### src/rtl/irq_route_pkg.sv
package irq_route_pkg;

  localparam int unsigned REG_AW = 2;

  typedef enum logic [REG_AW-1:0] {
    REG_DMA_SEL  = 2'd0,
    REG_XFER_EN  = 2'd1,
    REG_NOTIFY   = 2'd2,
    REG_FLAGS    = 2'd3
  } reg_sel_e;

  typedef enum logic [1:0] {
    PATH_DMA  = 2'd0,
    PATH_XFER = 2'd1,
    PATH_CPU  = 2'd2
  } route_e;

  typedef struct packed {
    logic dma_sel;
    logic xfer_en;
    logic notify;
  } route_cfg_t;

endpackage

### src/rtl/irq_route_cfg.sv
module irq_route_cfg
  import irq_route_pkg::*;
#(
  parameter int unsigned N = 8
) (
  input  logic              clk,
  input  logic              rst_n,
  input  logic              we,
  input  logic [REG_AW-1:0] addr,
  input  logic [N-1:0]      wdata,
  input  logic [N-1:0]      en_hw_clr,
  output logic [N-1:0]      dma_sel,
  output logic [N-1:0]      xfer_en,
  output logic [N-1:0]      notify,
  output logic [N-1:0]      sw_clr
);

  reg_sel_e sel;
  logic     wr_dma, wr_en, wr_ntf, wr_flg;

  always_comb begin
    sel    = reg_sel_e'(addr);
    wr_dma = we && (sel == REG_DMA_SEL);
    wr_en  = we && (sel == REG_XFER_EN);
    wr_ntf = we && (sel == REG_NOTIFY);
    wr_flg = we && (sel == REG_FLAGS);
  end

  // flag clear strobes, one per source
  assign sw_clr = wr_flg ? wdata : '0;

  always_ff @(posedge clk or negedge rst_n) begin
    if (!rst_n) begin
      dma_sel <= '0;
      notify  <= '0;
    end else begin
      if (wr_dma) dma_sel <= wdata;
      if (wr_ntf) notify  <= wdata;
    end
  end

  // per-bit enable register: hardware clear beats a software write
  for (genvar i = 0; i < N; i++) begin : g_en
    always_ff @(posedge clk or negedge rst_n) begin
      if (!rst_n)            xfer_en[i] <= 1'b0;
      else if (en_hw_clr[i]) xfer_en[i] <= 1'b0;
      else if (wr_en)        xfer_en[i] <= wdata[i];
    end
  end

endmodule

### src/rtl/irq_route_src.sv
module irq_route_src
  import irq_route_pkg::*;
(
  input  logic       clk,
  input  logic       rst_n,
  input  route_cfg_t cfg,
  input  logic       evt,
  input  logic       dma_ack,
  input  logic       xfer_done,
  input  logic       xfer_zero,
  input  logic       sw_clr,
  output logic       flag,
  output logic       dma_req,
  output logic       xfer_req,
  output logic       cpu_irq,
  output logic       en_hw_clr
);

  // cpu_owed: the transfer engine has handed this pending flag to the CPU
  logic   cpu_owed;
  route_e path;
  logic   take_xfer, owe_now, clr, flag_d, owed_d;

  always_comb begin
    if (cfg.dma_sel)                    path = PATH_DMA;
    else if (cfg.xfer_en && !cpu_owed)  path = PATH_XFER;
    else                                path = PATH_CPU;
  end

  assign dma_req  = flag && (path == PATH_DMA);
  assign xfer_req = flag && (path == PATH_XFER);
  assign cpu_irq  = flag && (path == PATH_CPU);

  always_comb begin
    take_xfer = xfer_done && xfer_req;
    en_hw_clr = take_xfer && xfer_zero;
    owe_now   = take_xfer && (xfer_zero || cfg.notify);
    clr       = (dma_ack && dma_req)
              || (take_xfer && !xfer_zero && !cfg.notify)
              || sw_clr;
    flag_d    = evt || (flag && !clr);
    owed_d    = flag_d && !clr && (cpu_owed || owe_now);
  end

  always_ff @(posedge clk or negedge rst_n) begin
    if (!rst_n) begin
      flag     <= 1'b0;
      cpu_owed <= 1'b0;
    end else begin
      flag     <= flag_d;
      cpu_owed <= owed_d;
    end
  end

endmodule

### src/rtl/irq_route_rdmux.sv
module irq_route_rdmux
  import irq_route_pkg::*;
#(
  parameter int unsigned N = 8
) (
  input  logic [REG_AW-1:0] addr,
  input  logic [N-1:0]      dma_sel,
  input  logic [N-1:0]      xfer_en,
  input  logic [N-1:0]      notify,
  input  logic [N-1:0]      flags,
  output logic [N-1:0]      data
);

  always_comb begin
    unique case (reg_sel_e'(addr))
      REG_DMA_SEL: data = dma_sel;
      REG_XFER_EN: data = xfer_en;
      REG_NOTIFY:  data = notify;
      default:     data = flags;
    endcase
  end

endmodule

### src/rtl/irq_route_ctrl.sv
module irq_route_ctrl
  import irq_route_pkg::*;
#(
  parameter int unsigned NUM_SRC = 8
) (
  input  logic               clk,
  input  logic               rst_n,
  input  logic [NUM_SRC-1:0] src_evt,
  output logic [NUM_SRC-1:0] dma_req,
  input  logic [NUM_SRC-1:0] dma_ack,
  output logic [NUM_SRC-1:0] xfer_req,
  input  logic [NUM_SRC-1:0] xfer_done,
  input  logic [NUM_SRC-1:0] xfer_zero,
  output logic [NUM_SRC-1:0] cpu_irq,
  input  logic               cfg_we,
  input  logic [1:0]         cfg_addr,
  input  logic [NUM_SRC-1:0] cfg_wdata,
  input  logic [1:0]         rd_addr,
  output logic [NUM_SRC-1:0] rd_data
);

  logic [NUM_SRC-1:0] dma_sel, xfer_en, notify, sw_clr, en_hw_clr, flags;

  irq_route_cfg #(.N(NUM_SRC)) u_cfg (
    .clk       (clk),
    .rst_n     (rst_n),
    .we        (cfg_we),
    .addr      (cfg_addr),
    .wdata     (cfg_wdata),
    .en_hw_clr (en_hw_clr),
    .dma_sel   (dma_sel),
    .xfer_en   (xfer_en),
    .notify    (notify),
    .sw_clr    (sw_clr)
  );

  for (genvar i = 0; i < NUM_SRC; i++) begin : g_src
    route_cfg_t cfg_i;
    assign cfg_i = '{dma_sel: dma_sel[i], xfer_en: xfer_en[i], notify: notify[i]};

    irq_route_src u_src (
      .clk       (clk),
      .rst_n     (rst_n),
      .cfg       (cfg_i),
      .evt       (src_evt[i]),
      .dma_ack   (dma_ack[i]),
      .xfer_done (xfer_done[i]),
      .xfer_zero (xfer_zero[i]),
      .sw_clr    (sw_clr[i]),
      .flag      (flags[i]),
      .dma_req   (dma_req[i]),
      .xfer_req  (xfer_req[i]),
      .cpu_irq   (cpu_irq[i]),
      .en_hw_clr (en_hw_clr[i])
    );
  end

  irq_route_rdmux #(.N(NUM_SRC)) u_rd (
    .addr    (rd_addr),
    .dma_sel (dma_sel),
    .xfer_en (xfer_en),
    .notify  (notify),
    .flags   (flags),
    .data    (rd_data)
  );

endmodule

### config.mk
export PLATFORM = sky130hd
export DESIGN_NAME = irq_route_ctrl
export DESIGN_NICKNAME = d
export VERILOG_FILES = /design/src/rtl/irq_route_pkg.sv /design/src/rtl/irq_route_cfg.sv /design/src/rtl/irq_route_src.sv /design/src/rtl/irq_route_rdmux.sv /design/src/rtl/irq_route_ctrl.sv
export SDC_FILE = /design/constraint.sdc
export NUM_CORES = 1
export LEC_CHECK = 0
export BUFFER_PORTS_ARGS = -buffer_cell sky130_fd_sc_hd__buf_4
export CORE_MARGIN = 5
export CORE_UTILIZATION = 52
export DETAILED_ROUTE_END_ITERATION = 8
export PLACE_DENSITY = 0.77
export REMOVE_ABC_BUFFERS = 1
export SLEW_MARGIN = 0
export SYNTH_ARGS = -nofsm -noshare
export SYNTH_HDL_FRONTEND = slang
export SYNTH_HIERARCHICAL = 1
export SYNTH_SLANG_ARGS = --single-unit
### constraint.sdc
create_clock -name clk -period 1.8 [get_ports clk]
set_clock_uncertainty 0.1 [all_clocks]
set_input_delay 0.27 -clock clk [delete_from_list [all_inputs] [get_ports clk]]
set_output_delay 0.27 -clock clk [all_outputs]
set_load 0.02 [all_outputs]
==> impl_metrics.py, run 1 <==
metrics = {
    "die": {
        "die_h_um": 80.2,
        "die-area_um2": 6430,
        "initial_core_util": 0.539,
        "pin_count": 79,
        "fp.dieW_um": 80.2,
        "core_um2": 4750,
        "placementRows": 25,
    },
    "routing": {
        "routed_wl_um": 5880,
        "drc": 0,
        "drt_first_pass_iters": 4,
        "vias": 1976,
        "drt_iter0_markers": 72,
        "vias_per_cell": 5.33,
        "ant_nets": 0,
        "wl_per_cell_um": 15.9,
    },
    "power": {
        "total_power_w": 0.00336,
        "p_leak_nw": 1.49,
        "vdd_drop_max_mv": 0.568,
        "power.density_nw_per_um2": 995,
    },
    "critical_path": {
        "r2r-start": "g_src[2].u_src/flag$_DFF_PN0_",
        "cp_slowest_cell": "mux4_2",
        "critPathTopFamily": "multiplexers",
        "required_ns": 1.43,
        "regToRegSetupSlack_ns": 0.38,
        "arrival_ns": 1.37,
        "reg2reg_depth": 5,
        "cp_cell_sequence": "mux4_2 -> buf_6",
        "r2r_end": "u_cfg/xfer_en[2]$_DFFE_PN0P_",
        "critical_path_class": "flip-flop to output pin",
        "max_stage_delay_ns": 0.50,
        "cp-end-kind": "output pin",
        "path_depth": 2,
        "worst_setup_path_start_kind": "flip-flop",
        "cp-endpoint": "rd_data[2]",
        "path_buf_inv": 1,
        "crit_start": "g_src[2].u_src/flag$_DFF_PN0_",
        "crit_fanout": 5,
    },
    "timing": {
        "holdWs_ns": 0.0713,
        "fin_crit_sh": 0.966,
        "hold_violations": 0,
        "relSlewSlack": 0.656,
        "clock.fmax_mhz": 575,
        "worst_pin_slew_ns": 0.515,
        "final-setup-viol-count": 0,
        "fin_ws_ns": 0.0620,
        "drv_slew": 0,
        "layout_min_cycle_time_ns": 1.74,
    },
    "clock_tree": {
        "cts_tree": "yes",
        "clk_pin_slew_ns": 0.08,
        "cts_buffers": 5,
        "clk_latency_ns": 0.28,
        "cts_sinks": 40,
        "cts_root_buf": "clkbuf_8",
        "cts_buffer_depth": 2,
        "htree_levels": 2,
    },
    "cells_and_area": {
        "final_cell_mix": "buf_4 (82), dfrtp_1 (36), nor2_1 (24)",
        "final_nets": 350,
        "area_growth_pct": 31.9,
        "finalInstanceArea_um2": 3380,
        "num_antenna_cells": 0,
        "drive_gt1_frac": 0.536,
        "final_common_cell": "buf_4",
    },
    "placed_design": {
        "place_ws_ns": 0.232,
        "numPortBuffers": 78,
        "place_area_um2": 3220,
        "hpwl_um": 4240,
        "routabilityCongestion": 0.760,
    },
    "run_status": {
        "status": "finished, final reports clean",
    },
    "logic_synthesis": {
        "synthFlopType": "dfrtp_1",
        "yosys.area.top_type_share": 0.391,
        "ys_seq_area_frac": 0.391,
        "netlist_top_cells_area": "dfrtp_1 (39%), mux2_2 (7.0%), mux4_2 (7.0%), a31oi_4 (6.6%), and4bb_4 (5.1%)",
        "synthDistinctLibCells": 22,
        "ys_ff_latch": 40,
        "ys_async_sr_fraction": 1.00,
        "synth_edf_count": 0,
        "yosysWarnings": 6,
        "avgSynthCellArea_um2": 11.9,
        "syn_area_um2": 2560,
        "synthCells": 215,
        "yosys.area.top_type": "dfrtp_1",
    },
    "global_routing": {
        "grt.total_usage": 0.191,
        "grt-ovfl-total": 0,
        "antenna_found_initial": 0,
        "grt_pass1_vias": 2004,
        "grt_pass1_wl_um": 9540,
        "grt_max_degree": 41,
    },
    "worst_hold_path": {
        "holdCritPathClass": "primary input to flip-flop",
        "whs_path_depth": 2,
    },
    "run": {
        "cap_violations": 0,
    },
}
worst min-delay path by stage:
stage	from	to
final	src_evt[6]	g_src[6].u_src/flag$_DFF_PN0_
after CTS	src_evt[5]	g_src[5].u_src/flag$_DFF_PN0_
after detailed placement	rst_n	g_src[4].u_src/flag$_DFF_PN0_
after global placement	rst_n	g_src[4].u_src/flag$_DFF_PN0_
after floorplan	rst_n	g_src[0].u_src/cpu_owed$_DFF_PN0_
after global routing	src_evt[5]	g_src[5].u_src/flag$_DFF_PN0_
area by class of cell:
cell class                      count  area, um2
Multi-Input combinational cell    172       1540
Fill cell                         387       1380
Sequential cell                    40       1010
Timing Repair Buffer               84        637
Tap cell                           67       83.8
Clock buffer                        6       72.6
Clock inverter                      2       35.0
worst register-to-register path: stages, from the launching register on:
cell	delay, ns
dfrtp_2	0.44
buf_4	0.14
and4bb_4	0.22
and3_2	0.21
nand2b_1	0.13
mux2i_1	0.12
cells by family (layout without fill, tap and decap cells):
group,count (synthesis),after routing,share of synthesized area
AO/OA/AOI/OAI,32,32,0.149
buffers and inverters,3,92,0.00830
multiplexers,32,32,0.172
flip-flops,40,40,0.391
AND/OR/NAND/NOR,108,108,0.280
Yosys cell counts (8+ instances only):
| library cell | number |
|---|---|
| a21o_1 | 8 |
| mux2_2 | 16 |
| and4bb_4 | 8 |
| and3_2 | 9 |
| nand2b_1 | 16 |
| o221a_2 | 8 |
| a31oi_4 | 8 |
| nor3b_1 | 8 |
| and2_1 | 16 |
| mux2i_1 | 8 |
| and2b_2 | 8 |
| dfrtp_1 | 40 |
| a21boi_0 | 8 |
| mux4_2 | 8 |
| nand2_1 | 16 |
| nor2_1 | 24 |
sequential cells by signal, summed over array words and instances (netlist names):
signal,count
g_src.u_src/cpu_owed,8
g_src.u_src/flag,8
u_cfg/notify,8
u_cfg/xfer_en,8
u_cfg/dma_sel,8
power breakdown:
part / total [W] / switching [W] / internal (W)
Sequential: 0.00130 / 0.000218 / 0.00108
Clock: 0.000720 / 0.000308 / 0.000412
Combinational: 0.00134 / 0.000606 / 0.000735
stage by stage:
stage                     utilization  setup TNS [ns]  cells
after detailed placement        0.677               0    358
after global placement          0.677               0    358
after global routing            0.711        -0.00692    371
after floorplan                     -               0    212
after CTS                       0.701               0    367
final                           0.711               0    371
routing by layer:
metal | track usage | wire length (um) | vias up
met2 | 0.313 | 2880 | 57
met5 | 0 | 0 | -
met3 | 0.0471 | 269 | 4
met4 | 0.0389 | 41 | 0
li1 | - | - | 964
met1 | 0.257 | 2690 | 951
what timing repair did:
item,4_1_cts,5_1_grt
hold buffers,1,0
buffers inserted,0,4
gates resized for setup,0,6
endpoints found under the setup margin,0,4
hold endpoints to repair,40,0
(Power assumes the default switching activity.)
==> inputs of run 2 (changes only) <==
--- a/config.mk
+++ b/config.mk
@@ -7,12 +7,11 @@
 export LEC_CHECK = 0
 export BUFFER_PORTS_ARGS = -buffer_cell sky130_fd_sc_hd__buf_4
 export CORE_MARGIN = 5
-export CORE_UTILIZATION = 52
+export CORE_UTILIZATION = 51
 export DETAILED_ROUTE_END_ITERATION = 8
-export PLACE_DENSITY = 0.77
+export PLACE_DENSITY = 0.76
 export REMOVE_ABC_BUFFERS = 1
 export SLEW_MARGIN = 0
 export SYNTH_ARGS = -nofsm -noshare
 export SYNTH_HDL_FRONTEND = slang
-export SYNTH_HIERARCHICAL = 1
 export SYNTH_SLANG_ARGS = --single-unit
==> run 2 against run 1 <==
Effect of this change: maximum frequency down 1.5%; sequential share of layout area is 2.4 points higher; critical path depth unchanged; final area down 6.8%; critical path type unchanged; critical endpoint is now rd_data[3]; highest routed layer unchanged.
==> impl_metrics.py, run 2 <==
metrics = {
    "run_status": {
        "status": "finished, final reports clean",
    },
    "cells_and_area": {
        "final_common_cell": "buf_4",
        "fillers": 417,
        "multi_input_area_um2": 1250,
        "final_cell_mix": "buf_4 (83), dfrtp_1 (31), mux2_2 (16)",
        "drive_gt1_frac": 0.466,
        "num_antenna_cells": 0,
        "seqCellArea_um2": 1010,
        "area_growth_pct": 25.0,
        "final_nets": 340,
    },
    "die": {
        "initial_core_util": 0.529,
        "placementRows": 25,
        "die_h_um": 80.3,
        "die-area_um2": 6440,
        "fp.dieW_um": 80.3,
        "core_um2": 4750,
        "pin_count": 79,
    },
    "power": {
        "swShare": 0.340,
        "vdd_drop_max_mv": 0.479,
        "clkPwrFrac": 0.220,
        "power.density_nw_per_um2": 1040,
        "total_power_w": 0.00328,
        "power.switching_w": 0.00112,
        "p_int_w": 0.00216,
        "combPwrFrac": 0.387,
        "p_seq_frac": 0.393,
        "p_leak_nw": 1.46,
    },
    "logic_synthesis": {
        "synthDistinctLibCells": 34,
        "synth-adder-area-share": 0,
        "synth_most_common_cell": "dfrtp_1",
        "synthFlopType": "dfrtp_1",
        "synth_edf_count": 0,
        "yosys.area.top_type": "dfrtp_1",
        "ys_seq_area_frac": 0.398,
        "syn_area_um2": 2520,
        "avgSynthCellArea_um2": 10.9,
        "ys_ff_latch": 40,
        "yosys.area.top_type_share": 0.398,
        "ys_async_sr_fraction": 1.00,
        "yosysWarnings": 0,
        "synthMuxAreaShare": 0.175,
        "netlist_top_cells_area": "dfrtp_1 (40%), buf_4 (7.2%), mux2_2 (7.2%), mux4_2 (7.2%), nor3b_1 (3.6%)",
        "synth_common_cells": "dfrtp_1 (40), buf_4 (24), mux2_2 (16)",
        "synth_compound_gate_area_share": 0.129,
        "synth-xor-area-share": 0,
        "synthSimpleGateAreaFrac": 0.192,
        "synth_top_family_by_area": "simple AND/OR/NAND/NOR gates",
        "synthCells": 230,
    },
    "global_routing": {
        "grt_max_degree": 41,
        "grt_pass1_vias": 2042,
        "met3_usage": 0.0437,
        "busiest_layer": "met2",
        "met1_usage": 0.251,
        "antenna_found_initial": 0,
        "met2_usage": 0.319,
        "grt_pass1_wl_um": 9570,
        "grt.total_usage": 0.192,
        "grt-ovfl-total": 0,
    },
    "routing": {
        "drc": 0,
        "drt_iter0_markers": 77,
        "routed_wl_um": 5830,
        "drt_first_pass_iters": 4,
        "vias": 2006,
        "ant_nets": 0,
        "wl_per_cell_um": 16.2,
        "vias_per_cell": 5.56,
    },
    "critical_path": {
        "cp-end-kind": "output pin",
        "arrival_ns": 1.39,
        "critical_path_class": "flip-flop to output pin",
        "worst_setup_path_start_kind": "flip-flop",
        "crit_fanout": 7,
        "required_ns": 1.43,
    },
    "timing": {
        "setup_tns_ns": 0,
        "drv_slew": 0,
        "clock.fmax_mhz": 567,
        "relSlewSlack": 0.560,
        "fin_crit_sh": 0.980,
        "worst_pin_slew_ns": 0.660,
        "final-setup-viol-count": 0,
        "hold_violations": 0,
        "layout_min_cycle_time_ns": 1.76,
    },
    "placed_design": {
        "hpwl_um": 4300,
        "routabilityCongestion": 0.825,
        "numPortBuffers": 78,
    },
    "clock_tree": {
        "clk_pin_slew_ns": 0.08,
        "cts_buffers": 5,
        "htree_levels": 2,
        "clk_latency_ns": 0.29,
        "cts_buffer_depth": 2,
        "cts_root_buf": "clkbuf_8",
        "cts_tree": "yes",
        "cts_sinks": 40,
    },
    "run": {
        "cap_violations": 0,
    },
    "worst_hold_path": {
        "holdCritPathClass": "primary input to flip-flop",
    },
}
==> run 2: changes by cell type in the layout (fill, tap and decap cells not counted), sizes merged, moves of 8 or more <==
cell,before,now
nand2b,16,6
inv,0,12
and2b,8,0
a21o,8,0
and2,16,8
nor2,24,8
and3,9,1
o221a,8,0
==> run 2: layout make-up <==
cell class	instances	area share
multi-input combinational	149	0.399
clock buffer	6	0.0231
clock inverter	2	0.0111
tap	67	0.0266
timing repair buffer	85	0.205
sequential	40	0.322
inverter	12	0.0143
==> run 2: cells by family after synthesis <==
group,count (synthesis)
compound gates,44
simple gates,73
buf+inv,41
mux,32
flops,40
==> run 2: critical path, cell delays in order (launching register included) <==
cell,delay (ns)
dfrtp_2,0.44
mux4_2,0.48
buf_4,0.18
==> run 2: path summary, 6_finish.rpt <==
check                                              from                             to  slack (ns)  depth (start not counted)
max                        u_cfg.dma_sel[3]$_DFFE_PN0P_                     rd_data[3]        0.04                          2
min                                        xfer_zero[0]   u_cfg.xfer_en[0]$_DFFE_PN0P_        0.04                          2
max reg2reg                u_cfg.dma_sel[4]$_DFFE_PN0P_  g_src[4].u_src.flag$_DFF_PN0_        0.17                          4
min reg2reg                 u_cfg.notify[3]$_DFFE_PN0P_    u_cfg.notify[3]$_DFFE_PN0P_        0.43                          1
max in group asynchronous                         rst_n   u_cfg.dma_sel[5]$_DFFE_PN0P_        0.83                          2
min in group asynchronous                         rst_n   u_cfg.xfer_en[6]$_DFFE_PN0P_        0.38                          2
==> run 2: stage by stage <==
| stage | hold slack [ns] | setup WS, ns | std cells | area, um2 | util |
|---|---|---|---|---|---|
| global route | 0.0361 | -0.00991 | 361 | 3150 | 0.662 |
| global placement | 0.174 | 0.237 | 349 | 2990 | 0.628 |
| detailed placement | 0.182 | 0.214 | 349 | 2990 | 0.628 |
| floorplan | -0.126 | 0.376 | 201 | 2300 | - |
| CTS | 0.0338 | 0.0110 | 358 | 3110 | 0.653 |
| finish | 0.0396 | 0.0357 | 361 | 3150 | 0.662 |
==> run 2: power by group through the flow <==
stage               Sequential [W]  Combinational [W]  Clock, W
finish                     0.00129            0.00127  0.000721
global route               0.00133            0.00138  0.000786
CTS                        0.00129            0.00125  0.000738
detailed placement         0.00130            0.00125         0
global placement           0.00129            0.00122         0
floorplan                  0.00123           0.000784         0
==> run 2: timing repair <==
action                                  4_1_cts  5_1_grt
hold endpoints to repair                     40        0
hold buffers                                  1        0
endpoints found under the setup margin        0        8
setup buffers                                 0        3
resized for setup                             0       11
==> run 2: per-layer routing <==
metal  up-vias  share of wire
met5         -              0
met4         0          0.011
met3         6          0.059
met2        59           0.50
met1       981           0.43
li1        960              -
==> inputs of run 3 (changes only) <==
--- a/config.mk
+++ b/config.mk
@@ -6,12 +6,13 @@
 export NUM_CORES = 1
 export LEC_CHECK = 0
 export BUFFER_PORTS_ARGS = -buffer_cell sky130_fd_sc_hd__buf_4
+export CORE_ASPECT_RATIO = 0.8
 export CORE_MARGIN = 5
 export CORE_UTILIZATION = 51
 export DETAILED_ROUTE_END_ITERATION = 8
 export PLACE_DENSITY = 0.76
 export REMOVE_ABC_BUFFERS = 1
-export SLEW_MARGIN = 0
+export SLEW_MARGIN = 10
 export SYNTH_ARGS = -nofsm -noshare
 export SYNTH_HDL_FRONTEND = slang
 export SYNTH_SLANG_ARGS = --single-unit
==> run 3 against run 2 <==
Effect of this change: clock power down 17%; maximum frequency down 0.75%; wire length down 1.9%; register-to-register slack better by 0.08 ns; global-route usage down 1.4 points; non-clock buffer count down 2; worst setup slack worse by 0.013 ns; combinational power about the same; critical endpoint is now rd_data[7]; largest cell class unchanged.
==> impl_metrics.py, run 3 (synthesized netlist as in run 2, its figures left out) <==
metrics = {
    "power": {
        "p_seq_frac": 0.409,
        "power.density_nw_per_um2": 1010,
        "power.switching_w": 0.00108,
        "p_int_w": 0.00205,
        "vdd_drop_max_mv": 0.543,
        "p_leak_nw": 1.44,
        "clkPwrFrac": 0.191,
        "combPwrFrac": 0.401,
        "swShare": 0.346,
    },
    "routing": {
        "vias_per_cell": 5.63,
        "wl_per_cell_um": 16.3,
        "ant_nets": 0,
        "drt_first_pass_iters": 4,
        "drc": 0,
        "vias": 1983,
        "drt-met1-wl_um": 2570,
        "dr_wl_met3_um": 416,
        "wl_met2_um": 2660,
        "drt_iter0_markers": 66,
        "highest_layer": "met4",
        "routed_wl_um": 5720,
    },
    "cells_and_area": {
        "final_nets": 338,
        "num_antenna_cells": 0,
        "drive_gt1_frac": 0.438,
        "area_growth_pct": 22.8,
        "final_common_cell": "buf_4",
        "final_cell_mix": "buf_4 (82), dfrtp_1 (36), mux2_2 (16)",
        "utilization": 0.661,
    },
    "critical_path": {
        "required_ns": 1.43,
        "arrival_ns": 1.41,
        "critical_path_class": "flip-flop to output pin",
        "max_stage_delay_ns": 0.50,
        "cp-end-kind": "output pin",
        "worst_setup_path_start_kind": "flip-flop",
        "path_buf_inv": 1,
        "cp_slowest_cell": "mux4_2",
        "critPathTopFamily": "multiplexers",
        "cp_cell_sequence": "mux4_2 -> buf_4",
        "crit_fanout": 6,
    },
    "timing": {
        "worst_pin_slew_ns": 0.627,
        "hold_violations": 0,
        "holdWs_ns": 0.0556,
        "fin_crit_sh": 0.988,
        "final-setup-viol-count": 0,
        "layout_min_cycle_time_ns": 1.78,
        "clock.fmax_mhz": 563,
        "drv_slew": 0,
        "relSlewSlack": 0.582,
    },
    "placed_design": {
        "routabilityCongestion": 0.889,
        "numPortBuffers": 78,
        "hpwl_um": 4190,
    },
    "global_routing": {
        "grt_pass1_vias": 1900,
        "grt-ovfl-total": 0,
        "grt.total_usage": 0.178,
        "grt_pass1_wl_um": 9000,
        "antenna_found_initial": 0,
        "grt_max_degree": 41,
    },
    "die": {
        "placementRows": 22,
        "core_um2": 4680,
        "pin_count": 79,
        "fp.dieW_um": 88.6,
        "die-area_um2": 6450,
        "die_h_um": 72.8,
        "initial_core_util": 0.538,
    },
    "clock_tree": {
        "cts_sinks": 40,
        "htree_levels": 2,
        "cts_tree": "yes",
        "cts_buffers": 5,
        "cts_root_buf": "clkbuf_8",
        "cts_buffer_depth": 2,
        "clk_pin_slew_ns": 0.07,
        "clk_latency_ns": 0.28,
    },
    "run": {
        "cap_violations": 0,
    },
    "worst_hold_path": {
        "holdCritPathClass": "primary input to flip-flop",
    },
    "run_status": {
        "status": "finished, final reports clean",
    },
}
## run 3: cell count changes in the layout (fill, tap and decap cells not counted), sizes merged
cell,before,now
buf,84,82
clkinv,1,0
bufinv,1,0
clkbuf,6,8
## run 3: worst paths after layout
| path | start | to | slack (ns) | cells past startpoint |
|---|---|---|---|---|
| setup / recovery | g_src[7].u_src.flag$_DFF_PN0_ | rd_data[7] | 0.02 | 2 |
| min in group asynchronous | rst_n | g_src[3].u_src.flag$_DFF_PN0_ | 0.40 | 2 |
| setup reg to reg | u_cfg.dma_sel[5]$_DFFE_PN0P_ | g_src[5].u_src.flag$_DFF_PN0_ | 0.25 | 3 |
| hold reg to reg | u_cfg.notify[0]$_DFFE_PN0P_ | u_cfg.notify[0]$_DFFE_PN0P_ | 0.43 | 1 |
| hold / removal | xfer_zero[4] | u_cfg.xfer_en[4]$_DFFE_PN0P_ | 0.06 | 2 |
| max in group asynchronous | rst_n | u_cfg.dma_sel[6]$_DFFE_PN0P_ | 0.82 | 2 |
## run 3: layer usage
layer | vias to the layer above | global-route usage
met2 | 80 | 0.289
met4 | 0 | 0.0403
met1 | 943 | 0.245
li1 | 951 | -
met3 | 9 | 0.0384
met5 | - | 0
## run 3: worst reg2reg max path, stage by stage, from the launching register on
cell and delay, ns:
dfrtp_1 0.44, nand3b_1 0.23, or4_1 0.45, a31o_2 0.22
## run 3: what timing repair did
| item | 4_1_cts | 5_1_grt |
|---|---|---|
| buffers inserted | 0 | 3 |
| endpoints found under the hold margin | 40 | 0 |
| endpoints found under the setup margin | 0 | 3 |
| gates resized for setup | 0 | 4 |
| hold buffers | 1 | 0 |
## run 3: final cells by class
| class | instances | area, um2 |
|---|---|---|
| tap | 60 | 75.1 |
| inverter | 12 | 45.0 |
| clock buffer | 8 | 90.1 |
| sequential | 40 | 1010 |
| multi-input combinational | 149 | 1250 |
| timing repair buffer | 83 | 626 |
| fill | 397 | 1590 |
## run 3: power groups by stage
stage | clock network [W] | logic [W] | registers (W)
after global placement | 0 | 0.00122 | 0.00129
after floorplan | 0 | 0.000784 | 0.00123
final | 0.000598 | 0.00126 | 0.00128
after CTS | 0.000620 | 0.00124 | 0.00128
after global routing | 0.000663 | 0.00135 | 0.00131
after detailed placement | 0 | 0.00124 | 0.00129
## run 3: stage by stage
stage | power, W | area (um2) | setup TNS [ns] | cells | setup slack (ns)
after floorplan | 0.00202 | 2300 | 0 | 201 | 0.376
after global placement | 0.00251 | 2960 | 0 | 340 | 0.242
after detailed placement | 0.00253 | 2960 | 0 | 340 | 0.216
after CTS | 0.00314 | 3060 | 0 | 349 | 0.00405
after global routing | 0.00333 | 3090 | -0.00419 | 352 | -0.00419
final | 0.00314 | 3090 | 0 | 352 | 0.0224
